$ cat src/rtl/tcu_pkg.sv
package tcu_pkg;
  localparam logic [3:0] MODE_OFF   = 4'b0000;
  localparam logic [3:0] MODE_SETHI = 4'b1000;
  localparam logic [3:0] MODE_SETLO = 4'b1001;
  localparam logic [3:0] MODE_SWI   = 4'b1010;
  localparam logic [3:0] MODE_SPEV  = 4'b1011;

  localparam logic [2:0] ADR_TLO  = 3'd0;
  localparam logic [2:0] ADR_THI  = 3'd1;
  localparam logic [2:0] ADR_CLO  = 3'd2;
  localparam logic [2:0] ADR_CHI  = 3'd3;
  localparam logic [2:0] ADR_MODE = 3'd4;
  localparam logic [2:0] ADR_FCLR = 3'd5;

  typedef struct packed {
    logic ldTmrLo;
    logic ldTmrHi;
    logic ldCmpLo;
    logic ldCmpHi;
    logic tmrClr;
  } dpCtl_t;
endpackage

$ cat src/rtl/tcu_datapath.sv
module tcu_datapath
  import tcu_pkg::*;
#(
  parameter int DATA_W = 8
) (
  input  logic                  clk,
  input  logic                  rst_n,
  input  dpCtl_t                ctl,
  input  logic [DATA_W-1:0]     wrData,
  input  logic                  timerRun,
  output logic                  eq,
  output logic                  wrapEv,
  output logic [2*DATA_W-1:0]   timerQ
);
  localparam int TMR_W = 2 * DATA_W;

  logic [TMR_W-1:0] cmpQ;
  logic             anyTmrLd;

  assign anyTmrLd = ctl.ldTmrLo | ctl.ldTmrHi;

  always_ff @(posedge clk or negedge rst_n) begin
    if (!rst_n) begin
      timerQ <= '0;
    end else if (anyTmrLd) begin
      if (ctl.ldTmrLo) timerQ[DATA_W-1:0] <= wrData;
      if (ctl.ldTmrHi) timerQ[TMR_W-1:DATA_W] <= wrData;
    end else if (ctl.tmrClr) begin
      timerQ <= '0;
    end else if (timerRun) begin
      timerQ <= timerQ + 1'b1;
    end
  end

  always_ff @(posedge clk or negedge rst_n) begin
    if (!rst_n) begin
      cmpQ <= '0;
    end else begin
      if (ctl.ldCmpLo) cmpQ[DATA_W-1:0] <= wrData;
      if (ctl.ldCmpHi) cmpQ[TMR_W-1:DATA_W] <= wrData;
    end
  end

  assign eq     = (timerQ == cmpQ);
  assign wrapEv = timerRun & ~anyTmrLd & ~ctl.tmrClr & (&timerQ);
endmodule

$ cat src/rtl/tcu_control.sv
module tcu_control
  import tcu_pkg::*;
#(
  parameter int DATA_W = 8
) (
  input  logic              clk,
  input  logic              rst_n,
  input  logic              wrEn,
  input  logic [2:0]        wrAddr,
  input  logic [DATA_W-1:0] wrData,
  input  logic              eq,
  input  logic              wrapEv,
  output dpCtl_t            ctl,
  output logic [3:0]        modeQ,
  output logic              latchQ,
  output logic              cmpFlagQ,
  output logic              ovfFlagQ,
  output logic              convStartQ
);
  logic modeWr, clrWr, active, hit;

  assign modeWr = wrEn && (wrAddr == ADR_MODE);
  assign clrWr  = wrEn && (wrAddr == ADR_FCLR);
  assign active = (modeQ[3:2] == 2'b10);
  assign hit    = eq && active;

  always_comb begin
    ctl.ldTmrLo = wrEn && (wrAddr == ADR_TLO);
    ctl.ldTmrHi = wrEn && (wrAddr == ADR_THI);
    ctl.ldCmpLo = wrEn && (wrAddr == ADR_CLO);
    ctl.ldCmpHi = wrEn && (wrAddr == ADR_CHI);
    ctl.tmrClr  = hit && (modeQ == MODE_SPEV);
  end

  always_ff @(posedge clk or negedge rst_n) begin
    if (!rst_n) begin
      modeQ      <= MODE_OFF;
      latchQ     <= 1'b0;
      cmpFlagQ   <= 1'b0;
      ovfFlagQ   <= 1'b0;
      convStartQ <= 1'b0;
    end else begin
      if (modeWr) modeQ <= wrData[3:0];
      if (modeWr) begin
        case (wrData[3:0])
          MODE_OFF, MODE_SETHI: latchQ <= 1'b0;
          MODE_SETLO:           latchQ <= 1'b1;
          default:              latchQ <= latchQ;
        endcase
      end else if (hit) begin
        if (modeQ == MODE_SETHI) latchQ <= 1'b1;
        else if (modeQ == MODE_SETLO) latchQ <= 1'b0;
      end
      cmpFlagQ   <= hit | (cmpFlagQ & ~(clrWr & wrData[0]));
      ovfFlagQ   <= wrapEv | (ovfFlagQ & ~(clrWr & wrData[1]));
      convStartQ <= ctl.tmrClr;
    end
  end
endmodule

$ cat src/rtl/tmr_cmp_unit.sv
module tmr_cmp_unit
  import tcu_pkg::*;
#(
  parameter int DATA_W = 8
) (
  input  logic              clk,
  input  logic              rst_n,
  input  logic              wrEn,
  input  logic [2:0]        wrAddr,
  input  logic [DATA_W-1:0] wrData,
  input  logic              timerRun,
  input  logic              outEnN,
  output logic              cmpPin,
  output logic              cmpPinOe,
  output logic              cmpFlag,
  output logic              ovfFlag,
  output logic              convStart
);
  localparam int TMR_W = 2 * DATA_W;

  dpCtl_t           ctl;
  logic             eqSig, wrapEv, latchQ;
  logic [3:0]       modeQ;
  logic [TMR_W-1:0] timerQ;

  tcu_control #(.DATA_W(DATA_W)) ctrl_i (
    .clk(clk), .rst_n(rst_n), .wrEn(wrEn), .wrAddr(wrAddr), .wrData(wrData),
    .eq(eqSig), .wrapEv(wrapEv), .ctl(ctl), .modeQ(modeQ), .latchQ(latchQ),
    .cmpFlagQ(cmpFlag), .ovfFlagQ(ovfFlag), .convStartQ(convStart)
  );

  tcu_datapath #(.DATA_W(DATA_W)) dp_i (
    .clk(clk), .rst_n(rst_n), .ctl(ctl), .wrData(wrData), .timerRun(timerRun),
    .eq(eqSig), .wrapEv(wrapEv), .timerQ(timerQ)
  );

  assign cmpPinOe = ~outEnN;
  assign cmpPin   = latchQ & ~outEnN;
endmodule

$ cat config.mk
export PLATFORM = sky130hd
export DESIGN_NAME = tmr_cmp_unit
export DESIGN_NICKNAME = d
export VERILOG_FILES = /design/src/rtl/tcu_pkg.sv /design/src/rtl/tcu_datapath.sv /design/src/rtl/tcu_control.sv /design/src/rtl/tmr_cmp_unit.sv
export SDC_FILE = /design/constraint.sdc
export NUM_CORES = 1
export LEC_CHECK = 0
export ABC_CLOCK_PERIOD_IN_PS = 4500
export BUFFER_PORTS_ARGS = -buffer_cell sky130_fd_sc_hd__buf_2
export CORE_MARGIN = 2
export CORE_UTILIZATION = 25
export CTS_BUF_LIST = sky130_fd_sc_hd__clkbuf_4
export CTS_CLUSTER_SIZE = 30
export DETAILED_ROUTE_END_ITERATION = 8
export SLEW_MARGIN = 10
export SYNTH_ARGS = -nofsm -noshare
export SYNTH_HDL_FRONTEND = slang
export SYNTH_HIERARCHICAL = 1
export SYNTH_SLANG_ARGS = --single-unit
$ cat constraint.sdc
create_clock -name clk -period 4.5 [get_ports clk]
set_input_delay 0.9 -clock clk [delete_from_list [all_inputs] [get_ports clk]]
set_output_delay 0.9 -clock clk [all_outputs]
set_load 0.02 [all_outputs]
==> results of run 1 <==
[metal layers]
layer	part of all wire [%]	global-route usage [%]
met1	44	16.1
met3	5.7	2.11
met4	1.0	3.16
met5	0	0
met2	49	19.6
[worst max-delay path, delay by kind of cell, from the launching register on]
| kind | cells | cell delay (ns) |
|---|---|---|
| AOI/OAI and AO/OA | 3 | 1.18 |
| xor gates and xnor gates | 1 | 0.20 |
| DFF | 1 | 0.49 |
| and+or+nand+nor | 5 | 1.22 |
[report_power, final]
part           switching, uW  leakage (uW)  internal (uW)
registers                117      0.000481            442
clock network            126     0.0000319           68.2
logic                    132      0.000514            150
[per-stage QoR]
step	area (um2)	worst slack, ns	std cells
2_1_floorplan	2260	2.05	213
3_3_place_gp	2460	1.41	330
6_report	2530	1.30	338
5_1_grt	2530	1.04	338
3_5_place_dp	2460	1.33	330
4_1_cts	2520	1.29	338
[kinds of logic (layout without fill, tap and decap cells)]
| logic type | Yosys count | in the layout | synth area share [%] |
|---|---|---|---|
| flops | 40 | 40 | 44.2 |
| compound gates | 44 | 44 | 14.7 |
| fa+ha+maj | 1 | 1 | 0.552 |
| simple gates | 74 | 74 | 20.2 |
| mux | 22 | 22 | 10.8 |
| buf+inv | 16 | 33 | 3.37 |
| xor+xnor | 16 | 16 | 6.19 |
[cell type report]
class | instances | area [um2]
Clock inverter | 2 | 16.3
Tap cell | 108 | 135
Inverter | 2 | 7.51
Sequential cell | 40 | 1000
Multi-Input combinational cell | 157 | 1200
Clock buffer | 6 | 45.0
Timing Repair Buffer | 23 | 123
Fill cell | 934 | 6240
[state kept, by name, indices dropped and copies added, names as in the netlist]
signal / count
dp_i/cmpQ: 16
ctrl_i/ovfFlagQ: 1
dp_i/timerQ: 16
ctrl_i/latchQ: 1
ctrl_i/cmpFlagQ: 1
ctrl_i/convStartQ: 1
ctrl_i/modeQ: 4
[Yosys cell counts (all sizes together), types with 2 or more instances]
library cell   n
dfrtp         40
mux2          20
nand2         20
xnor2         16
o21ai         12
nor4           9
nand4          8
a221o          7
buf            7
clkbuf         7
nor2           7
nand3          5
nor3           5
a21o           3
a22oi          3
nor2b          3
nor3b          3
o31ai          3
a21oi          2
a31oi          2
and3           2
and3b          2
inv            2
mux2i          2
nor4bb         2
o211ai         2
o21bai         2
or3            2
[worst max-delay path by stage]
stage | startpoint | to | slack, ns | cells after the start
after floorplan | wrAddr[2] | dp_i/timerQ[7]$_DFFE_PN0P_ | 2.05 | 7
after global placement | dp_i/timerQ[8]$_DFFE_PN0P_ | dp_i/timerQ[7]$_DFFE_PN0P_ | 1.41 | 9
after detailed placement | dp_i/timerQ[8]$_DFFE_PN0P_ | dp_i/timerQ[7]$_DFFE_PN0P_ | 1.33 | 9
after CTS | dp_i/timerQ[8]$_DFFE_PN0P_ | dp_i/timerQ[7]$_DFFE_PN0P_ | 1.29 | 9
after global routing | dp_i/timerQ[5]$_DFFE_PN0P_ | dp_i/timerQ[7]$_DFFE_PN0P_ | 1.04 | 9
final | dp_i/timerQ[8]$_DFFE_PN0P_ | dp_i/timerQ[7]$_DFFE_PN0P_ | 1.30 | 9
==> summary.md, run 1 <==
| Metric | Value |
|---|---|
| RePlAce Congestion | 0.951 |
| Synth unique cells | 53 |
| Remaining Overflow, GRT | 0 |
| Worst Max-Slew Pin Slew | 0.888 ns |
| Setup Skew | 0.00939 ns |
| CTS tree | built |
| Setup CP Type | reg2reg |
| Pwr/cell area | 410 mW/mm2 |
| GR Util All Layers | 11.9% |
| Vias per cell | 5.26 |
| First-pass GRT wire length | 9250 um |
| Critical-path cell list | xnor2_1, nand4_1, nor4_1, and3b_1, and3_1, nor2_1, o21bai_1, o21ai_0, a221o_2 |
| Root Buffer | clkbuf_4 |
| Crit path required time | 4.75 ns |
| Slowest stage delay, CP | 0.63 ns |
| Top cells by area, synth | dfrtp_1 44%, mux2_2 9.9%, xnor2_1 6.2% |
| Die area | 0.00984 mm2 |
| Pre-antenna DRT Iters | 5 |
| I/O pins | 21 |
| EDFF count, synth | 0 |
| Main synth FF type | dfrtp_1 |
| Row count | 34 |
| Core Region | 0.00876 mm2 |
| RR Startpoint | dp_i/timerQ[8]$_DFFE_PN0P_ |
| Sink of the worst hold path | ctrl_i/ovfFlagQ$_DFF_PN0_ |
| Min cycle time layout | 3.20 ns |
| Initial antenna violation count | 0 |
| Max-slew headroom | 40.8% |
| VDD IR max | 0.000118 V |
| Vias in the first global route | 1725 |
| Post-CTS resize count | 0 |
| Layout cells sized above 1 | 27.8% |
| Post-Syn Instances | 213 |
| Layout Nets | 246 |
| Final Hold Fails | 0 |
| Final Max Slew Viols | 0 |
| Largest area contributor in the netlist | dfrtp_1 |
| Die height | 99.2 um |
| Worst hold path class | reg2reg |
| #FFs+latches synth | 40 |
| Avg Cell Area, Syn | 10.6 um2 |
| Worst Path Max Fanout | 12 |
| RSZ-0062 raised after global routing | no |
| Remaining DRCs | 0 |
| Final WL | 5590 um |
| Fmax | 312 MHz |
| Commonest cells after routing, fill and taps aside | 40 x dfrtp_1, 20 x nand2_1, 20 x mux2_2, 20 x buf_2, 16 x xnor2_1 |
| Maximum capacitance violations | 0 |
| Reg clk slew, reported paths | 0.13 ns |
| CP endpoint kind | flip-flop |
| WHS Path Cells | 1 |
| Leakage | 0.00103 uW |
| Area growth from synthesis to final layout | 11.5% |
| H-tree depth | 2 |
| Worst hold margin | 0.494 ns |
| Final period util | 71.1% |
| Starting Density | 25.8% |
| Final HPWL DP | 4100 um |
| TritonCTS Buffers | 5 |
| Iteration-0 DRC Markers | 108 |
| CP startpoint kind | flip-flop |
| Yosys warnings | 6 |
| Clock Latency Late Sink | 0.36 ns |
| Reg2reg end | dp_i/timerQ[7]$_DFFE_PN0P_ |
| Setup bufs post-CTS | 0 |
| Clock Path Buffers | 2 |
| Antenna Nets Post-Route | 0 |
| Share of the synthesized area in the top cell type | 44.2% |
| Utilization after layout | 28.8% |
| Synth Cell Area | 0.00226 mm2 |
| IO Port Bufs | 20 |
| Status | complete, no violations |
| Drt wl/cell | 16.5 um |
| Clock sinks | 40 |
| Post-synthesis net count | 230 |
| TNS Setup | 0 ns |
| Seq/Total Area, Yosys | 44.2% |
| DIE WIDTH | 99.2 um |
| Hold_buf cts | 0 |
| Total power | 1040 uW |
| Worst path slowest cell | o21bai_1 |
| WP data arrival | 3.45 ns |
| Hold_sp | ctrl_i/ovfFlagQ$_DFF_PN0_ |
| Final Setup Violations | 0 |
| Fraction of registers with async set/reset | 100% |
| Ant. Diodes | 0 |
| Worst reg-to-reg path cell count | 9 |
| Largest net degree at the start of global routing | 41 |
| R2R Setup Slk | 1.30 ns |
| Routed via count | 1778 |
| Commonest non-fill, non-tap cell in the layout | dfrtp_1 |
No activity file was read; power rests on OpenSTA's default activity.
==> run 2: changes to the inputs <==
Settings changed: ABC_CLOCK_PERIOD_IN_PS 4500 to 3000.
Clock period 4.5 ns to 3 ns, I/O delays scaled along.
==> summary.md, run 2 (synthesis gave the netlist of run 1 again) <==
| Metric | Value |
|---|---|
| Status | complete, no violations |
| Worst hold path class | in2async |
| Worst reg-to-reg path cell count | 10 (+1) |
| Max-slew headroom | 39.7% (-1.1 points) |
| RSZ-0062 raised after global routing | no |
| Multi-input gate area | 0.00119 mm2 (-0.52%) |
| Iteration-0 DRC Markers | 273 (+150%) |
| Hold_buf cts | 0 (unchanged) |
| TritonCTS Buffers | 5 (unchanged) |
| WP data arrival | 2.93 ns (-0.52 ns) |
| Reg2reg end | dp_i/timerQ[6]$_DFFE_PN0P_ |
| Area post-placement | 0.00253 mm2 (+2.7%) |
| Crit path required time | 3.26 ns (-1.49 ns) |
| Setup Skew | 0.0195 ns (+0.0101 ns) |
| Row count | 34 (unchanged) |
| Drt wl/cell | 16.2 um (-2.1%) |
| Final Setup Violations | 0 (unchanged) |
| Design Area, Final | 0.00258 mm2 (+2.0%) |
| Starting Density | 25.8% (unchanged) |
| Initial antenna violation count | 0 (unchanged) |
| Reg clk slew, reported paths | 0.13 ns (about the same) |
| Final Hold Fails | 0 (unchanged) |
| DIE WIDTH | 99.2 um (unchanged) |
| TNS Setup | 0 ns (unchanged) |
| Worst setup path endpoint | dp_i/timerQ[6]$_DFFE_PN0P_ |
| Remaining DRCs | 0 (unchanged) |
| FF+latch area | 0.00100 mm2 (unchanged) |
| Root Buffer | clkbuf_4 |
| Final Max Slew Viols | 0 (unchanged) |
| Layout Nets | 255 (+3.7%) |
| R2R Setup Slk | 0.33 ns (-0.97 ns) |
| Fillers | 920 (-1.5%) |
| Pwr/cell area | 608 mW/mm2 (+48%) |
| Clock Path Buffers | 2 (unchanged) |
| Layout cells sized above 1 | 29.7% (+1.9 points) |
| Post-CTS resize count | 0 (unchanged) |
| Worst path slowest cell | dfrtp_1 |
| Leakage | 0.00107 uW (+4.4%) |
| Final HPWL DP | 4130 um (+0.69%) |
| CP startpoint | dp_i/timerQ[11]$_DFFE_PN0P_ |
| Antenna Nets Post-Route | 0 (unchanged) |
| Fmax | 375 MHz (+20%) |
| RR Startpoint | dp_i/timerQ[11]$_DFFE_PN0P_ |
| Die area | 0.00984 mm2 (unchanged) |
| Commonest non-fill, non-tap cell in the layout | dfrtp_1 |
| H-tree depth | 2 (unchanged) |
| Largest regs | dp_i/cmpQ x16, dp_i/timerQ x16, ctrl_i/modeQ x4 |
| Final period util | 88.9% (+18 points) |
| Slowest stage delay, CP | 0.51 ns (-0.12 ns) |
| First-pass GRT wire length | 9180 um (-0.68%) |
| VDD IR max | 0.000175 V (+48%) |
| IO Port Bufs | 20 (unchanged) |
| Maximum capacitance violations | 0 (unchanged) |
| Largest net degree at the start of global routing | 41 (unchanged) |
| Critical-path cell list | xnor2_1, nand4_1, nor4_1, and3b_1, and3_1, nor2_1, o21bai_1, buf_4, nand2_1, a221o_1 |
| Clock sinks | 40 (unchanged) |
| Clock Latency Late Sink | 0.37 ns (about the same) |
| CP startpoint kind | flip-flop |
| Final WL | 5620 um (+0.50%) |
| CTS tree | built |
| Vias per cell | 5.21 (-1.0%) |
| Remaining Overflow, GRT | 0 (unchanged) |
| Area growth from synthesis to final layout | 13.8% |
| Min cycle time layout | 2.67 ns (-0.534 ns) |
| Die height | 99.2 um (unchanged) |
| Worst Max-Slew Pin Slew | 0.904 ns (+0.0164 ns) |
| Worst Path Max Fanout | 7 (-5) |
| RePlAce Congestion | 0.816 (-14%) |
| Commonest cells after routing, fill and taps aside | 40 x dfrtp_1, 20 x nand2_1, 20 x mux2_2, 20 x buf_2, 16 x xnor2_1 |
| I/O pins | 21 (unchanged) |
| Setup CP Type | reg2reg |
| Setup bufs post-CTS | 0 (unchanged) |
| CP endpoint kind | flip-flop |
| Routed via count | 1807 (+1.6%) |
| Vias in the first global route | 1707 (-1.0%) |
| Ant. Diodes | 0 (unchanged) |
| Pre-antenna DRT Iters | 4 (-1) |
| GR Util All Layers | 11.9% (+0.043 points) |
| Core Region | 0.00876 mm2 (unchanged) |
## run 2: final cells by class
cell class	count	share of cell area, %
Clock buffer	5	1.46
Multi-Input combinational cell	157	46.3
Clock inverter	3	0.534
Tap cell	108	5.24
Timing Repair Buffer	32	7.38
Sequential cell	40	38.8
Inverter	2	0.291
## run 2: per-layer routing
metal	wire length, um	share of wire, %	GRT usage, %	vias up
met5	0	0	0	-
met3	462	8.2	2.95	11
met4	149	2.7	4.32	0
met1	2430	43	16.1	872
li1	-	-	-	850
met2	2580	46	18.5	74
## run 2: per-stage QoR
step,power (uW),hold slack [ns],setup WS [ns],utilization (%),instances
finish,1570,0.344,0.332,29.4,347
detailed placement,1300,0.464,0.366,28.8,339
floorplan,1150,0.304,0.660,-,213
CTS,1580,0.396,0.343,29.4,347
global placement,1310,0.459,0.458,28.8,339
global route,1670,0.425,0.0848,29.4,347
## run 2: power by group
| part | leakage [uW] | total, uW | switching [uW] | internal [uW] |
|---|---|---|---|---|
| Combinational | 0.000558 | 470 | 217 | 252 |
| Sequential | 0.000481 | 825 | 161 | 664 |
| Clock | 0.0000324 | 273 | 187 | 86.2 |
| Total | 0.00107 | 1570 | 566 | 1000 |
## run 2: worst min-delay path by stage
| stage | slack, ns | cells past startpoint | start | endpoint |
|---|---|---|---|---|
| 2_1_floorplan | 0.30 | 0 | rst_n | ctrl_i/cmpFlagQ$_DFF_PN0_ |
| 3_3_place_gp | 0.46 | 1 | ctrl_i/ovfFlagQ$_DFF_PN0_ | ctrl_i/ovfFlagQ$_DFF_PN0_ |
| 3_5_place_dp | 0.46 | 1 | ctrl_i/cmpFlagQ$_DFF_PN0_ | ctrl_i/cmpFlagQ$_DFF_PN0_ |
| 4_1_cts | 0.40 | 1 | rst_n | dp_i/timerQ[3]$_DFFE_PN0P_ |
| 5_1_grt | 0.42 | 1 | rst_n | dp_i/timerQ[14]$_DFFE_PN0P_ |
| 6_report | 0.34 | 1 | rst_n | dp_i/timerQ[14]$_DFFE_PN0P_ |
## run 2: worst max-delay path, delay by kind of cell, from the launching register on
| kind | cells | cell delay (ns) |
|---|---|---|
| AOI/OAI and AO/OA | 2 | 0.51 |
| buffers and inverters | 1 | 0.18 |
| DFF | 1 | 0.51 |
| xor gates and xnor gates | 1 | 0.22 |
| and+or+nand+nor | 6 | 1.15 |
==> run 3: changes to the inputs <==
Settings changed: REMOVE_ABC_BUFFERS set to 1.
==> summary.md, run 3 (synthesis gave the netlist of run 1 again) <==
| Metric | Value |
|---|---|
| Maximum capacitance violations | 0 (unchanged) |
| Leakage | 0.00107 uW (+0.13%) |
| Commonest non-fill, non-tap cell in the layout | dfrtp_1 |
| Pwr/cell area | 610 mW/mm2 (+0.25%) |
| Final Max Slew Viols | 0 (unchanged) |
| Drt wl/cell | 16.5 um (+2.0%) |
| Vias per cell | 5.18 (-0.43%) |
| Final HPWL DP | 4250 um (+3.0%) |
| Utilization after layout | 29.4% (about the same) |
| Iteration-0 DRC Markers | 107 (-61%) |
| Clock sinks | 40 (unchanged) |
| Worst hold margin | 0.348 ns (+0.00423 ns) |
| Final WL | 5710 um (+1.7%) |
| Setup CP Type | reg2reg |
| RSZ-0062 raised after global routing | no |
| Remaining DRCs | 0 (unchanged) |
| RR Startpoint | dp_i/timerQ[8]$_DFFE_PN0P_ |
| Layout Nets | 254 (-0.39%) |
| TNS Setup | 0 ns (unchanged) |
| Setup bufs post-CTS | 0 (unchanged) |
| Area growth from synthesis to final layout | 13.9% (about the same) |
| Worst Max-Slew Pin Slew | 0.901 ns (-0.00361 ns) |
| Switching Share | 35.9% (-0.18 points) |
| Status | complete, no violations |
| Core Region | 0.00876 mm2 (unchanged) |
| Combinational cell fraction of total power | 30.5% (+0.5 points) |
| Initial antenna violation count | 0 (unchanged) |
| Die area | 0.00984 mm2 (unchanged) |
| Net switching power | 565 uW (-0.21%) |
| Routed via count | 1794 (-0.72%) |
| FF+latch area | 0.00100 mm2 (unchanged) |
| Worst hold path class | in2async |
| WP data arrival | 3.03 ns (+0.10 ns) |
| Root Buffer | clkbuf_4 |
| Setup Skew | 0.0171 ns (-0.00247 ns) |
| Vias in the first global route | 1774 (+3.9%) |
| I/O pins | 21 (unchanged) |
| CP startpoint kind | flip-flop |
| Antenna Nets Post-Route | 0 (unchanged) |
| Min cycle time layout | 2.78 ns (+0.110 ns) |
| GR Util All Layers | 12.1% (+0.20 points) |
| Fmax | 360 MHz (-3.9%) |
| R2R Setup Slk | 0.22 ns (-0.11 ns) |
| Largest net degree at the start of global routing | 41 (unchanged) |
| VDD IR max | 0.000317 V (+81%) |
| Crit path required time | 3.25 ns (about the same) |
| Ant. Diodes | 0 (unchanged) |
| Largest regs | dp_i/cmpQ x16, dp_i/timerQ x16, ctrl_i/modeQ x4 |
| Pre-antenna DRT Iters | 4 (unchanged) |
| H-tree depth | 2 (unchanged) |
| Starting Density | 25.8% (unchanged) |
| Commonest cells after routing, fill and taps aside | 40 x dfrtp_1, 20 x nand2_1, 20 x mux2_2, 20 x buf_2, 16 x xnor2_1 |
| Clock group share of total power | 17.4% (about the same) |
| Int Pwr | 1010 uW (+0.59%) |
| Final period util | 92.6% (+3.7 points) |
| Layout cells sized above 1 | 30.3% (+0.54 points) |
| DIE WIDTH | 99.2 um (unchanged) |
| CP endpoint kind | flip-flop |
| Clock Latency Late Sink | 0.35 ns (-0.02 ns) |
| TritonCTS Buffers | 5 (unchanged) |
| Sequential fraction of design power | 52.1% (-0.5 points) |
| Row count | 34 (unchanged) |
| Final Hold Fails | 0 (unchanged) |
| Worst Path Max Fanout | 11 (+4) |
| CTS tree | built |
| Final Setup Violations | 0 (unchanged) |
| Die height | 99.2 um (unchanged) |
| Max-slew headroom | 40.0% (+0.24 points) |
| First-pass GRT wire length | 9390 um (+2.3%) |
| IO Port Bufs | 20 (unchanged) |
| RePlAce Congestion | 0.874 (+7.2%) |
| CP startpoint | dp_i/timerQ[8]$_DFFE_PN0P_ |
| Remaining Overflow, GRT | 0 (unchanged) |
| Fillers | 923 (+0.33%) |
| Clock Path Buffers | 2 (unchanged) |
| Reg clk slew, reported paths | 0.13 ns (about the same) |
| Multi-input gate area | 0.00120 mm2 (+0.32%) |
==> run 3: cell types whose count changed in the layout (fill, tap and decap cells not counted) <==
cell,delta
clkinv_1,-1
clkinv_4,+1
o21bai_1,-1
buf_4,-1
o21bai_2,+1
==> run 3: worst paths after layout <==
kind,to,depth (start not counted)
max,dp_i/timerQ[5]$_DFFE_PN0P_,10
min,dp_i/cmpQ[5]$_DFFE_PN0P_,1
max reg2reg,dp_i/timerQ[5]$_DFFE_PN0P_,10
min reg2reg,ctrl_i/ovfFlagQ$_DFF_PN0_,1
max in group asynchronous,ctrl_i/modeQ[2]$_DFFE_PN0N_,1
min in group clk,ctrl_i/ovfFlagQ$_DFF_PN0_,1
==> run 3: power groups by stage <==
stage | Combinational [uW] | Clock, uW | Sequential, uW
3_3_place_gp | 471 | 0 | 828
4_1_cts | 482 | 288 | 819
3_5_place_dp | 480 | 0 | 831
2_1_floorplan | 322 | 0 | 802
6_report | 479 | 273 | 820
5_1_grt | 536 | 315 | 843
==> run 3: layout make-up <==
cell class / count / share of cell area (%)
multi-input combinational: 157 / 46.4
tap: 108 / 5.24
sequential: 40 / 38.8
inverter: 2 / 0.291
clock buffer: 5 / 1.46
clock inverter: 3 / 0.728
timing repair buffer: 31 / 7.08
==> run 3: critical path, stage by stage, from the launching register on <==
cell      delay [ns]
dfrtp_1         0.50
xnor2_1         0.21
nand4_1         0.17
nor4_1          0.34
and3b_1         0.27
and3_1          0.29
nor2_1          0.11
o21bai_1        0.20
buf_4           0.22
nand2_1         0.06
a221o_1         0.29
==> run 3: stage by stage <==
step / area (um2) / std cells / setup slack [ns] / total power [uW]
CTS: 2570 / 346 / 0.0641 / 1590
finish: 2580 / 346 / 0.223 / 1570
detailed placement: 2520 / 338 / 0.112 / 1310
floorplan: 2200 / 199 / 0.0699 / 1120
global placement: 2520 / 338 / 0.276 / 1300
global route: 2580 / 346 / 0.0213 / 1690
==> run 3: repair_timing <==
| action | CTS | global route |
|---|---|---|
| endpoints found under the setup margin | 0 | 5 |
| gates resized for setup | 0 | 1 |
| hold buffers | 0 | 0 |
==> run 3: per-layer routing <==
layer	part of all wire (%)	GRT usage (%)	vias to the layer above	routed length [um]
li1	-	-	841	-
met1	45	16.7	888	2590
met2	47	19.1	55	2700
met3	5.4	2.53	10	311
met4	1.9	3.79	0	108
met5	0	0	-	0
